File: config.mk
export PLATFORM = sky130hd
export DESIGN_NAME = i2c_idle_watchdog
export DESIGN_NICKNAME = d
export VERILOG_FILES = /design/src/rtl/i2c_wd_pkg.sv /design/src/rtl/i2c_wd_edge.sv /design/src/rtl/i2c_wd_timer.sv /design/src/rtl/i2c_wd_recover.sv /design/src/rtl/i2c_idle_watchdog.sv
export SDC_FILE = /design/constraint.sdc
export NUM_CORES = 1
export LEC_CHECK = 0
export BUFFER_PORTS_ARGS = -buffer_cell sky130_fd_sc_hd__buf_2
export CORE_MARGIN = 2
export CORE_UTILIZATION = 46
export DETAILED_ROUTE_END_ITERATION = 8
export GPL_TIMING_DRIVEN = 1
export PLACE_DENSITY = 0.66
export SYNTH_ARGS = -nofsm -noshare
export SYNTH_HDL_FRONTEND = slang
export SYNTH_SLANG_ARGS = --single-unit
File: constraint.sdc
create_clock -name clk_i -period 2.3 [get_ports clk_i]
set_input_delay 0.115 -clock clk_i [delete_from_list [all_inputs] [get_ports clk_i]]
set_output_delay 0.115 -clock clk_i [all_outputs]
set_load 0.02 [all_outputs]
File: src/rtl/i2c_wd_pkg.sv
package i2c_wd_pkg;
  typedef enum logic [2:0] {
    WD_MON,
    WD_PULSE_LO,
    WD_PULSE_HI,
    WD_STOP_LO,
    WD_STOP_HI
  } wd_state_e;
endpackage

File: src/rtl/i2c_wd_edge.sv
module i2c_wd_edge (
  input  logic clk_i,
  input  logic rst_ni,
  input  logic scl_i,
  input  logic sda_i,
  output logic activity_o,
  output logic start_o
);
  logic scl_q, sda_q;

  always_ff @(posedge clk_i or negedge rst_ni) begin
    if (!rst_ni) begin
      scl_q <= 1'b1;
      sda_q <= 1'b1;
    end else begin
      scl_q <= scl_i;
      sda_q <= sda_i;
    end
  end

  assign activity_o = (scl_i ^ scl_q) | (sda_i ^ sda_q);
  assign start_o    = scl_q & scl_i & sda_q & ~sda_i;
endmodule

File: src/rtl/i2c_wd_timer.sv
module i2c_wd_timer #(
  parameter int LONG_TICKS  = 1000,
  parameter int SHORT_TICKS = 50
) (
  input  logic clk_i,
  input  logic rst_ni,
  input  logic tick_i,
  input  logic clear_i,
  input  logic speedup_i,
  output logic expire_o
);
  localparam int MAX_TICKS = (LONG_TICKS > SHORT_TICKS) ? LONG_TICKS : SHORT_TICKS;
  localparam int CNT_W     = $clog2(MAX_TICKS + 1);
  localparam logic [CNT_W-1:0] LONG_LAST  = CNT_W'(LONG_TICKS - 1);
  localparam logic [CNT_W-1:0] SHORT_LAST = CNT_W'(SHORT_TICKS - 1);

  logic [CNT_W-1:0] cnt_q;
  logic [CNT_W-1:0] last;
  logic             at_last;

  assign last     = speedup_i ? SHORT_LAST : LONG_LAST;
  assign at_last  = (cnt_q >= last);
  assign expire_o = ~clear_i & tick_i & at_last;

  always_ff @(posedge clk_i or negedge rst_ni) begin
    if (!rst_ni)                 cnt_q <= '0;
    else if (clear_i)            cnt_q <= '0;
    else if (tick_i && at_last)  cnt_q <= '0;
    else if (tick_i)             cnt_q <= cnt_q + 1'b1;
  end
endmodule

File: src/rtl/i2c_wd_recover.sv
module i2c_wd_recover
  import i2c_wd_pkg::*;
#(
  parameter int PHASE_TICKS = 5,
  parameter int MAX_PULSES  = 9
) (
  input  logic clk_i,
  input  logic rst_ni,
  input  logic tick_i,
  input  logic start_i,
  input  logic sda_i,
  output logic busy_o,
  output logic scl_drv_o,
  output logic sda_drv_o,
  output logic done_o
);
  localparam int PH_W = $clog2(PHASE_TICKS + 1);
  localparam int NP_W = $clog2(MAX_PULSES + 1);
  localparam logic [PH_W-1:0] PH_LAST = PH_W'(PHASE_TICKS - 1);
  localparam logic [NP_W-1:0] NP_LAST = NP_W'(MAX_PULSES - 1);

  wd_state_e       state_q;
  logic [PH_W-1:0] ph_q;
  logic [NP_W-1:0] np_q;
  logic            ph_end;

  assign ph_end = tick_i & (ph_q == PH_LAST);

  always_ff @(posedge clk_i or negedge rst_ni) begin
    if (!rst_ni) begin
      state_q <= WD_MON;
      ph_q    <= '0;
      np_q    <= '0;
      done_o  <= 1'b0;
    end else begin
      done_o <= 1'b0;
      if (state_q == WD_MON) begin
        if (start_i) begin
          state_q <= WD_PULSE_LO;
          ph_q    <= '0;
          np_q    <= '0;
        end
      end else if (ph_end) begin
        ph_q <= '0;
        unique case (state_q)
          WD_PULSE_LO: state_q <= WD_PULSE_HI;
          WD_PULSE_HI: begin
            np_q    <= np_q + 1'b1;
            state_q <= (sda_i || np_q == NP_LAST) ? WD_STOP_LO : WD_PULSE_LO;
          end
          WD_STOP_LO:  state_q <= WD_STOP_HI;
          WD_STOP_HI: begin
            state_q <= WD_MON;
            done_o  <= 1'b1;
          end
          default:     state_q <= WD_MON;
        endcase
      end else if (tick_i) begin
        ph_q <= ph_q + 1'b1;
      end
    end
  end

  assign busy_o    = (state_q != WD_MON);
  assign scl_drv_o = (state_q == WD_PULSE_LO) | (state_q == WD_STOP_LO);
  assign sda_drv_o = (state_q == WD_STOP_LO)  | (state_q == WD_STOP_HI);
endmodule

File: src/rtl/i2c_idle_watchdog.sv
module i2c_idle_watchdog #(
  parameter int LONG_TICKS  = 1000,
  parameter int SHORT_TICKS = 50,
  parameter int PHASE_TICKS = 5,
  parameter int MAX_PULSES  = 9
) (
  input  logic clk_i,
  input  logic rst_ni,
  input  logic tick_i,
  input  logic scl_i,
  input  logic sda_i,
  input  logic speedup_i,
  input  logic disable_i,
  output logic bus_free_o,
  output logic scl_drive_low_o,
  output logic sda_drive_low_o,
  output logic recovery_done_o
);
  logic activity, start_cond, expire, rec_busy, rec_start, timer_clear;

  i2c_wd_edge u_edge (
    .clk_i      (clk_i),
    .rst_ni     (rst_ni),
    .scl_i      (scl_i),
    .sda_i      (sda_i),
    .activity_o (activity),
    .start_o    (start_cond)
  );

  // own recovery edges must not count as bus activity
  assign timer_clear = activity | disable_i | rec_busy;

  i2c_wd_timer #(
    .LONG_TICKS  (LONG_TICKS),
    .SHORT_TICKS (SHORT_TICKS)
  ) u_timer (
    .clk_i     (clk_i),
    .rst_ni    (rst_ni),
    .tick_i    (tick_i),
    .clear_i   (timer_clear),
    .speedup_i (speedup_i),
    .expire_o  (expire)
  );

  assign rec_start = expire & ~sda_i;

  i2c_wd_recover #(
    .PHASE_TICKS (PHASE_TICKS),
    .MAX_PULSES  (MAX_PULSES)
  ) u_rec (
    .clk_i     (clk_i),
    .rst_ni    (rst_ni),
    .tick_i    (tick_i),
    .start_i   (rec_start),
    .sda_i     (sda_i),
    .busy_o    (rec_busy),
    .scl_drv_o (scl_drive_low_o),
    .sda_drv_o (sda_drive_low_o),
    .done_o    (recovery_done_o)
  );

  always_ff @(posedge clk_i or negedge rst_ni) begin
    if (!rst_ni)                      bus_free_o <= 1'b0;
    else if (expire && sda_i)         bus_free_o <= 1'b1;
    else if (start_cond || rec_start) bus_free_o <= 1'b0;
  end
endmodule

==> flow_summary.json, run 1 <==
{
  "status": "completed",
  "fin_crit_ns": 2.271,
  "num_antenna_cells": 0,
  "hp-start": "tick_i",
  "yosys_warnings": 0,
  "die_h_um": 60.58,
  "ys_seq_elements": 24,
  "final_antenna_net_count": 0,
  "ys_types": 39,
  "die_area_mm2": 0.003670,
  "crit_path_end_kind": "flip-flop",
  "nNetsFinal": 201,
  "finalCritPeriodShare_pct": 98.73,
  "drtPass1Iterations": 4,
  "finalHoldWorstSlack_ns": 0.1244,
  "pwr-share-seq_pct": 43.6,
  "rsz0062_at_grt": "yes",
  "cts.sinks": 24,
  "slew_headroom_pct": 61.05,
  "cp-startpoint": "u_edge.scl_q",
  "synth_enable_flop_cells": 0,
  "grt_max_degree": 25,
  "path_max_fanout": 4,
  "clockPowerShare_pct": 26.5,
  "sw_frac_of_total_pct": 31.76,
  "worstPathRequired_ns": 2.52,
  "finalClockSkew_ns": 0.004975,
  "powerDensity_mw_per_mm2": 647.3,
  "placed_cell_area_mm2": 0.001675,
  "numPortBuffers": 10,
  "slew_viol_final": 0,
  "grt_use_total_pct": 17.90,
  "yosysTopAreaCell": "dfrtp_1",
  "synthArstFlopShare_pct": 100.0,
  "hold_viol_final": 0,
  "regToRegEndpoint": "u_rec.state_q[2]",
  "clk_pin_slew_ns": 0.14,
  "worstMarginPinSlew_ns": 0.5769,
  "numCtsBuffers": 3,
  "routed_via_density": 5.549,
  "syn_area_per_cell_um2": 9.440,
  "reg2reg_slack_ns": 0.03,
  "drc": 0,
  "setup_viol": 0,
  "wl_per_cell_um": 12.79,
  "leakage_nw": 0.8090,
  "final_area_mm2": 0.001780,
  "area_growth_pct": 20.90,
  "drt-total-wl_mm": 2.864,
  "fmax_mhz": 440.4,
  "seq_area_frac_synth_pct": 40.95,
  "netlist_instances": 156,
  "synth.top_cells.by_area": "dfrtp_1 (37%), ha_1 (11%), a31oi_1 (3.8%), nand2_1 (3.8%), a21oi_1 (3.7%)",
  "p_comb_share_pct": 29.9,
  "io_pins": 11,
  "drtIter0Drc": 60,
  "maxCapViolCount": 0,
  "h-tree-depth": 1,
  "reg2regPathDepth": 6,
  "num_rows": 20,
  "cts_tree": "done",
  "max-vdd-ir-drop_mv": 0.4316,
  "instances_no_fill": 224,
  "grt_pass1_vias": 1136,
  "overflow": 0,
  "start_util_pct": 48.24,
  "antenna_found_initial": 0,
  "r2r-start": "u_edge.scl_q",
  "internal-power_mw": 0.7865,
  "syn-num-nets": 176,
  "yosys.area.top_type_share_pct": 37.38,
  "vias": 1243,
  "ys.flop_type": "dfrtp_1",
  "crit_end": "u_rec.state_q[2]",
  "clock_latency_ns": 0.31,
  "start_kind": "flip-flop",
  "dp.cells": 217,
  "drive_above_1_share_pct": 22.78,
  "netlist_area_mm2": 0.001473,
  "hold_class": "input pin to flip-flop",
  "setup_tns_ns": 0,
  "core-area_mm2": 0.003053,
  "crit_arrival_ns": 2.49,
  "place_congestion": 0.7934,
  "chipWidth_um": 60.58,
  "dp_hpwl_mm": 2.138,
  "grt_pass1_wl_mm": 5.016,
  "root_buffer": "clkbuf_4",
  "cts_buffer_depth": 2,
  "switchingPower_mw": 0.3661,
  "path_class": "flip-flop to flip-flop"
}
[Yosys cell counts, types with 2 or more instances]
master,number
a41oi_1,3
dfstp_2,2
nand2_1,15
buf_6,2
nor2_1,8
o21ai_0,7
nor4_1,2
nand3_1,10
a21oi_1,11
mux2_2,2
a31oi_1,9
mux2i_1,3
inv_1,10
o22ai_1,3
ha_1,13
dfrtp_1,22
nand2b_1,5
nor3_1,3
clkbuf_1,2
and3_1,5
[through the flow]
| step | setup WS (ns) | power [mW] | util, % |
|---|---|---|---|
| floorplan | -0.02914 | 0.7203 | - |
| global placement | 0.005951 | 0.8350 | 54.88 |
| detailed placement | -0.04223 | 0.8507 | 54.88 |
| CTS | 0.02035 | 1.160 | 57.70 |
| global route | -0.04793 | 1.227 | 58.32 |
| finish | 0.02917 | 1.153 | 58.32 |
[how the worst min path moves through the flow]
stage / endpoint / slack [ns] / depth (start not counted)
after floorplan: bus_free_o / -0.18 / 0
after global placement: u_timer.cnt_q[7] / 0.12 / 1
after detailed placement: u_timer.cnt_q[7] / 0.14 / 1
after CTS: u_rec.ph_q[0] / 0.11 / 3
after global routing: u_rec.ph_q[0] / 0.13 / 3
final: u_rec.ph_q[1] / 0.12 / 3
[per-layer routing]
layer	vias up	global-route usage, %	part of all wire [%]
met5	-	0	0
met3	2	1.919	2.4
met4	0	4.658	0.63
met2	16	27.65	44
li1	624	-	-
met1	601	26.89	53
[cell families after synthesis]
| family | Yosys count | share of synthesized area, % |
|---|---|---|
| buffers and inverters | 15 | 4.928 |
| XOR/XNOR | 1 | 0.5948 |
| flip-flops | 24 | 40.95 |
| multiplexers | 5 | 3.568 |
| AO/OA/AOI/OAI | 45 | 20.65 |
| adder cells (fa/ha/maj) | 13 | 11.05 |
| AND/OR/NAND/NOR | 53 | 18.27 |
[what timing repair did]
item	CTS	global route
setup endpoints to repair	3	11
pin swaps	2	0
hold buffers	3	0
buffers inserted	0	0
resized for setup	1	3
endpoints found under the hold margin	24	0
[layout by cell type (no fill, tap or decap), types with 2 or more instances in the layout]
cell type,n
a41oi_2,2
o22ai_1,3
ha_1,12
nor3_1,3
clkbuf_4,3
and3_1,5
a21oi_1,9
mux2i_1,3
inv_1,10
dlygate4sd3_1,3
buf_2,10
buf_4,11
dfstp_2,2
nor2_1,8
nor4_1,2
nand2_1,15
o21ai_0,7
nand3_1,10
dfrtp_1,22
nand2b_1,5
a31oi_1,9
a21oi_2,2
[flip-flops by register name (all words and copies together), names as in the netlist]
name / flops
bus_free_o: 1
u_rec.ph_q: 3
u_edge.scl_q: 1
u_timer.cnt_q: 10
u_rec.done_o: 1
u_rec.np_q: 4
u_edge.sda_q: 1
u_rec.state_q: 3
[final cells by class]
type / instances / area (um2)
fillers: 277 / 1272
multi-input cells: 117 / 849.6
flip-flops and latches: 24 / 603.1
repair buffers: 25 / 182.7
well taps: 44 / 55.05
inverters: 10 / 37.54
clock inverters: 1 / 30.03
clock buffers: 3 / 22.52
[critical path, stage by stage, from the launching register on]
cell and delay (ns):
dfstp_2 0.56, ha_4 0.19, or2_4 0.22, or4b_4 0.53, o21ai_2 0.15, a21boi_4 0.21, mux2_4 0.31
[power groups by stage]
| stage | Combinational (mW) | Clock, mW | Sequential [mW] |
|---|---|---|---|
| 3_3_place_gp | 0.329 | 0 | 0.506 |
| 5_1_grt | 0.390 | 0.329 | 0.508 |
| 6_report | 0.345 | 0.306 | 0.502 |
| 2_1_floorplan | 0.199 | 0 | 0.521 |
| 3_5_place_dp | 0.340 | 0 | 0.511 |
| 4_1_cts | 0.345 | 0.314 | 0.502 |
No activity file was read; power rests on OpenSTA's default activity.
==> run 2, diff against run 1 <==
==> constraint.sdc (replaced) <==
create_clock -name clk_i -period 2.3 [get_ports clk_i]
set_input_delay 0.23 -clock clk_i [delete_from_list [all_inputs] [get_ports clk_i]]
set_output_delay 0.23 -clock clk_i [all_outputs]
set_load 0.02 [all_outputs]
==> run 2 against run 1 <==
Against the previous run: clock skew shrank 0.0017 ns; sequential power is essentially flat; utilization down 1.8 points; global-route usage is 0.48 points higher; combinational power fell by 2%; clock-buffer cell count unchanged; total power is 12% lower; critical path type unchanged; largest cell class unchanged.
==> flow_summary.json, run 2 (synthesis results as in run 1) <==
{
  "status": "completed",
  "core-area_mm2": 0.003053,
  "num_rows": 20,
  "start_util_pct": 48.24,
  "dp.cells": 217,
  "final_antenna_net_count": 0,
  "routed_via_density": 5.495,
  "drt-total-wl_mm": 2.916,
  "hold_class": "input pin to flip-flop",
  "area_growth_pct": 17.25,
  "final_common_cell": "dfrtp_1",
  "place_congestion": 0.7980,
  "slew_headroom_pct": 64.29,
  "setup_viol": 0,
  "numCtsBuffers": 3,
  "slew_viol_final": 0,
  "num_antenna_cells": 0,
  "max-vdd-ir-drop_mv": 0.3983,
  "wl_per_cell_um": 13.14,
  "grt_max_degree": 25,
  "setup_tns_ns": 0,
  "nNetsFinal": 200,
  "cts_buffer_depth": 2,
  "maxCapViolCount": 0,
  "final_area_mm2": 0.001727,
  "hold_viol_final": 0,
  "cts_tree": "done",
  "drtIter0Drc": 40,
  "placed_cell_area_mm2": 0.001675,
  "cts.sinks": 24,
  "grt_pass1_vias": 1193,
  "start_kind": "flip-flop",
  "h-tree-depth": 1,
  "reg2regPathDepth": 6,
  "regMostFlops": "u_timer.cnt_q",
  "mostFrequentLayoutCells": "dfrtp_1 (22), nand2_1 (15), ha_1 (12), buf_4 (12)",
  "crit_arrival_ns": 2.50,
  "worstPathRequired_ns": 2.50,
  "powerDensity_mw_per_mm2": 590.3,
  "die_area_mm2": 0.003670,
  "drive_above_1_share_pct": 21.91,
  "path_max_fanout": 4,
  "reg_top3": "u_timer.cnt_q (10), u_rec.np_q (4)",
  "rsz0062_at_grt": "yes",
  "antenna_found_initial": 0,
  "largest_register_ffs": 10,
  "finalClockSkew_ns": 0.003288,
  "instances_no_fill": 222,
  "crit_path_end_kind": "flip-flop",
  "root_buffer": "clkbuf_4",
  "clock_latency_ns": 0.30,
  "vias": 1220,
  "clk_pin_slew_ns": 0.13,
  "drtPass1Iterations": 4,
  "hold_depth": 1,
  "fin_crit_ns": 2.291,
  "chipWidth_um": 60.58,
  "worstMarginPinSlew_ns": 0.5357,
  "leakage_nw": 0.7930,
  "io_pins": 11,
  "path_class": "flip-flop to flip-flop",
  "overflow": 0,
  "dp_hpwl_mm": 2.171,
  "die_h_um": 60.58,
  "grt_use_total_pct": 18.38,
  "finalCritPeriodShare_pct": 99.60,
  "drc": 0,
  "fmax_mhz": 436.5,
  "grt_pass1_wl_mm": 5.175,
  "numPortBuffers": 10
}
run 2: changes by cell type in the layout (fill, tap and decap cells not counted):
cell	before	now
a21oi_2	2	1
a21oi_1	9	10
o311ai_1	0	1
a41oi_2	2	1
o311ai_0	1	0
bufinv_16	1	0
buf_4	11	12
a41oi_1	1	2
dlygate4sd3_1	3	1
run 2: power by group:
group	leakage (nW)	internal, mW	switching, mW	total [mW]
clock	0.0138	0.0611	0.119	0.181
combinational	0.486	0.139	0.199	0.338
sequential	0.293	0.469	0.0322	0.501
run 2: worst max-delay path: stages, from the launching register on:
cell and delay [ns]:
dfstp_2 0.56, ha_4 0.19, or2_4 0.22, or4b_4 0.53
o21ai_2 0.17, a21boi_4 0.21, mux2_4 0.31
run 2: what timing repair did:
item                       CTS  global route
cloned                       0             0
setup buffers                0             1
setup endpoints to repair    1            13
hold endpoints to repair    22             0
pin swaps                    1             0
hold buffers                 1             0
gates resized for setup      0             3
run 2: layout make-up:
class | instances | area (um2)
Clock buffer | 3 | 22.52
Tap cell | 44 | 55.05
Multi-Input combinational cell | 117 | 838.3
Inverter | 10 | 37.54
Sequential cell | 24 | 603.1
Fill cell | 272 | 1326
Timing Repair Buffer | 24 | 170.2
run 2: per-layer routing:
metal  GRT usage, %  share of wire, %  vias to the layer above
met2          29.03                47                       20
met3          1.919               3.1                        2
met4          6.522              0.62                        0
met5              0                 0                        -
li1               -                 -                      619
met1          26.32                50                      579
run 2: worst paths after layout:
path | end | from | slack (ns)
setup / recovery | u_rec.state_q[2] | u_edge.scl_q | 0.009
hold / removal | u_edge.scl_q | scl_i | 0.04
setup reg to reg | u_rec.state_q[2] | u_edge.scl_q | 0.009
hold reg to reg | bus_free_o | bus_free_o | 0.53
max in group asynchronous | u_edge.sda_q | rst_ni | 1.51
min in group asynchronous | u_timer.cnt_q[6] | rst_ni | 0.42
run 2: per-stage QoR:
stage | hold slack (ns) | util [%] | setup slack (ns) | total power [mW]
floorplan | -0.06559 | - | -0.02914 | 0.7203
detailed placement | 0.2501 | 54.88 | -0.02831 | 0.8486
global placement | 0.2373 | 54.88 | 0.002218 | 0.8339
CTS | 0.02395 | 55.94 | 0.01081 | 1.036
global route | 0.01294 | 56.56 | -0.03675 | 1.103
finish | 0.03771 | 56.56 | 0.009258 | 1.019
==> run 3, diff against run 2 <==
--- a/config.mk
+++ b/config.mk
@@ -5,6 +5,7 @@
 export SDC_FILE = /design/constraint.sdc
 export NUM_CORES = 1
 export LEC_CHECK = 0
+export ABC_AREA = 1
 export BUFFER_PORTS_ARGS = -buffer_cell sky130_fd_sc_hd__buf_2
 export CORE_MARGIN = 2
 export CORE_UTILIZATION = 46
==> run 3 against run 2 <==
Against the previous run: first-iteration DRC count grew 5.0%; clock-buffer cell count did not move; routed wire length is 0.72% higher; sequential power increased by 12%; critical path depth up 4; non-clock buffer count is 12 lower; sequential share of layout area up 1.1 points; total power rose by 16%; largest cell class unchanged; largest power group unchanged.
==> flow_summary.json, run 3 <==
{
  "routed_via_density": 4.845,
  "synth.top_cells.by_area": "dfrtp_1 (36%), nand2_1 (14%), ha_1 (11%), inv_1 (7.1%), nand3_1 (5.9%)",
  "clock_latency_ns": 0.31,
  "worstPathRequired_ns": 2.55,
  "synth_common_cells": "nand2_1 (56), inv_1 (29), dfrtp_1 (22), nand3_1 (18), nor2_1 (14)",
  "leakage_nw": 0.9148,
  "numPortBuffers": 10,
  "max_stage_delay_ns": 0.53,
  "numCtsBuffers": 3,
  "crit_path_end_kind": "flip-flop",
  "final_common_cell": "nand2_1",
  "grt_use_total_pct": 17.63,
  "fmax_mhz": 519.9,
  "pwr-share-seq_pct": 47.2,
  "rsz0062_at_grt": "no",
  "overflow": 0,
  "synthAdderAreaFrac_pct": 10.65,
  "hold_class": "input pin to flip-flop",
  "synthSimpleGateAreaFrac_pct": 30.14,
  "synth_compound_area_share_pct": 7.781,
  "synth_xor_area_share_pct": 4.586,
  "grt_pass1_wl_mm": 4.961,
  "die_h_um": 61.63,
  "largest_register_ffs": 10,
  "wl_per_cell_um": 11.65,
  "crit_chain": "dlygate4sd3_1 -> buf_2 -> ha_1 -> nor2_1 -> nand3_1 -> nor3_4 -> inv_1 -> nor2_4 -> inv_2 -> o21ai_2",
  "slew_headroom_pct": 64.27,
  "switchingPower_mw": 0.4940,
  "die_area_mm2": 0.003798,
  "placed_cell_area_mm2": 0.001633,
  "regMostFlops": "u_timer.cnt_q",
  "status": "completed",
  "reg_top3": "u_timer.cnt_q (10), u_rec.np_q (4)",
  "hold_viol_final": 0,
  "instances_no_fill": 252,
  "cts_setup_buffers": 0,
  "cts_buffer_depth": 2,
  "synth_top_family_by_area": "simple AND/OR/NAND/NOR gates",
  "mostFrequentLayoutCells": "nand2_1 (56), inv_1 (29), dfrtp_1 (22)",
  "setup_viol": 0,
  "place_congestion": 0.8118,
  "crit_arrival_ns": 2.17,
  "crit_family": "buffers and inverters",
  "ys_types": 23,
  "yosysTopAreaCell": "dfrtp_1",
  "clk_pin_slew_ns": 0.13,
  "num_antenna_cells": 0,
  "synth_enable_flop_cells": 0,
  "finalHoldWorstSlack_ns": 0.02977,
  "syn-num-nets": 213,
  "area_growth_pct": 9.664,
  "clockPowerShare_pct": 15.8,
  "sw_frac_of_total_pct": 41.63,
  "drc": 0,
  "syn_area_per_cell_um2": 7.916,
  "core-area_mm2": 0.003103,
  "path_class": "input pin to flip-flop",
  "start_util_pct": 49.23,
  "netlist_area_mm2": 0.001528,
  "yosys.area.top_type_share_pct": 36.04,
  "drtPass1Iterations": 5,
  "nNetsFinal": 230,
  "path_max_fanout": 6,
  "drt-total-wl_mm": 2.937,
  "io_pins": 11,
  "synthMuxAreaShare_pct": 0,
  "p_comb_share_pct": 37.0,
  "vias": 1221,
  "cts_resized": 0,
  "yosys_warnings": 0,
  "h-tree-depth": 1,
  "grt_max_degree": 25,
  "grt_pass1_vias": 1153,
  "fin_crit_ns": 1.924,
  "cts.sinks": 24,
  "num_rows": 20,
  "powerDensity_mw_per_mm2": 708.3,
  "ys.flop_type": "dfrtp_1",
  "dp.cells": 247,
  "finalClockSkew_ns": 0.002627,
  "netlist_instances": 193,
  "start_kind": "input pin",
  "drive_above_1_share_pct": 12.98,
  "final_area_mm2": 0.001675,
  "yosysMostFrequentCell": "nand2_1",
  "hold_buffers": 1,
  "crit_buf_inv": 4,
  "chipWidth_um": 61.63,
  "finalCritPeriodShare_pct": 83.63,
  "slew_viol_final": 0,
  "cp_slowest_cell": "dlygate4sd3_1",
  "final_antenna_net_count": 0,
  "setup_tns_ns": 0,
  "root_buffer": "clkbuf_4",
  "antenna_found_initial": 0,
  "seq_area_frac_synth_pct": 39.48,
  "synthArstFlopShare_pct": 100.0,
  "dp_hpwl_mm": 2.232,
  "fin_util_pct": 53.99,
  "max-vdd-ir-drop_mv": 0.3933,
  "cts_tree": "done",
  "internal-power_mw": 0.6926,
  "maxCapViolCount": 0,
  "ys_seq_elements": 24,
  "worstMarginPinSlew_ns": 0.5359,
  "drtIter0Drc": 42
}
[run 3: cell types whose count changed in the layout (fill, tap and decap cells not counted), moves of 3 or more]
| cell | change |
|---|---|
| mux2i_1 | -3 |
| a21oi_1 | -6 |
| nand2b_1 | -5 |
| nand2_4 | +3 |
| inv_1 | +19 |
| nor2_1 | +6 |
| nand3_1 | +8 |
| o21ai_2 | +3 |
| buf_4 | -12 |
| xor2_1 | +4 |
| xnor2_1 | +3 |
| a31oi_1 | -8 |
| and3_1 | -5 |
| nand2_1 | +41 |
[run 3: final cells by class]
class / count / area (um2)
repair buffers: 12 / 70.07
inverters: 30 / 112.6
fillers: 311 / 1428
well taps: 44 / 55.05
multi-input cells: 139 / 812.0
clock buffers: 3 / 22.52
flip-flops and latches: 24 / 603.1
[run 3: worst paths after layout]
check / depth (start not counted) / slack [ns] / end / start
max: 10 / 0.38 / u_timer.cnt_q[9] / scl_i
min: 1 / 0.03 / u_edge.sda_q / sda_i
max reg2reg: 10 / 0.47 / u_rec.np_q[2] / u_timer.cnt_q[9]
min reg2reg: 2 / 0.49 / u_rec.np_q[3] / u_rec.np_q[3]
max in group asynchronous: 2 / 1.52 / u_edge.sda_q / rst_ni
min in group asynchronous: 2 / 0.41 / u_timer.cnt_q[8] / rst_ni
[run 3: power by group through the flow]
stage / clock (mW) / sequential [mW] / combinational [mW]
4_1_cts: 0.195 / 0.558 / 0.443
5_1_grt: 0.207 / 0.569 / 0.507
3_3_place_gp: 0 / 0.564 / 0.420
3_5_place_dp: 0 / 0.566 / 0.439
6_report: 0.187 / 0.560 / 0.440
2_1_floorplan: 0 / 0.552 / 0.334
[run 3: kinds of logic after synthesis]
kind of cell / after synthesis
fa+ha+maj: 13
flops: 24
simple gates: 99
compound gates: 19
xor+xnor: 8
buf+inv: 30
[run 3: per-layer routing]
layer / track usage [%] / part of all wire, %
met4: 5.167 / 0.72
met3: 2.731 / 2.4
met5: 0 / 0
met1: 25.03 / 52
met2: 27.82 / 45
[run 3: worst reg2reg max path: cells and delay by family (launching register included)]
family,cells,cell delay [ns]
AND/OR/NAND/NOR,9,0.99
adder cells (fa/ha/maj),1,0.31
flip-flops,1,0.45
[run 3: per-stage QoR]
step | setup WS, ns | power, mW
after floorplan | 0.6741 | 0.8854
after global placement | 0.5632 | 0.9841
after detailed placement | 0.4960 | 1.005
after CTS | 0.4769 | 1.197
after global routing | 0.2501 | 1.283
final | 0.3765 | 1.187
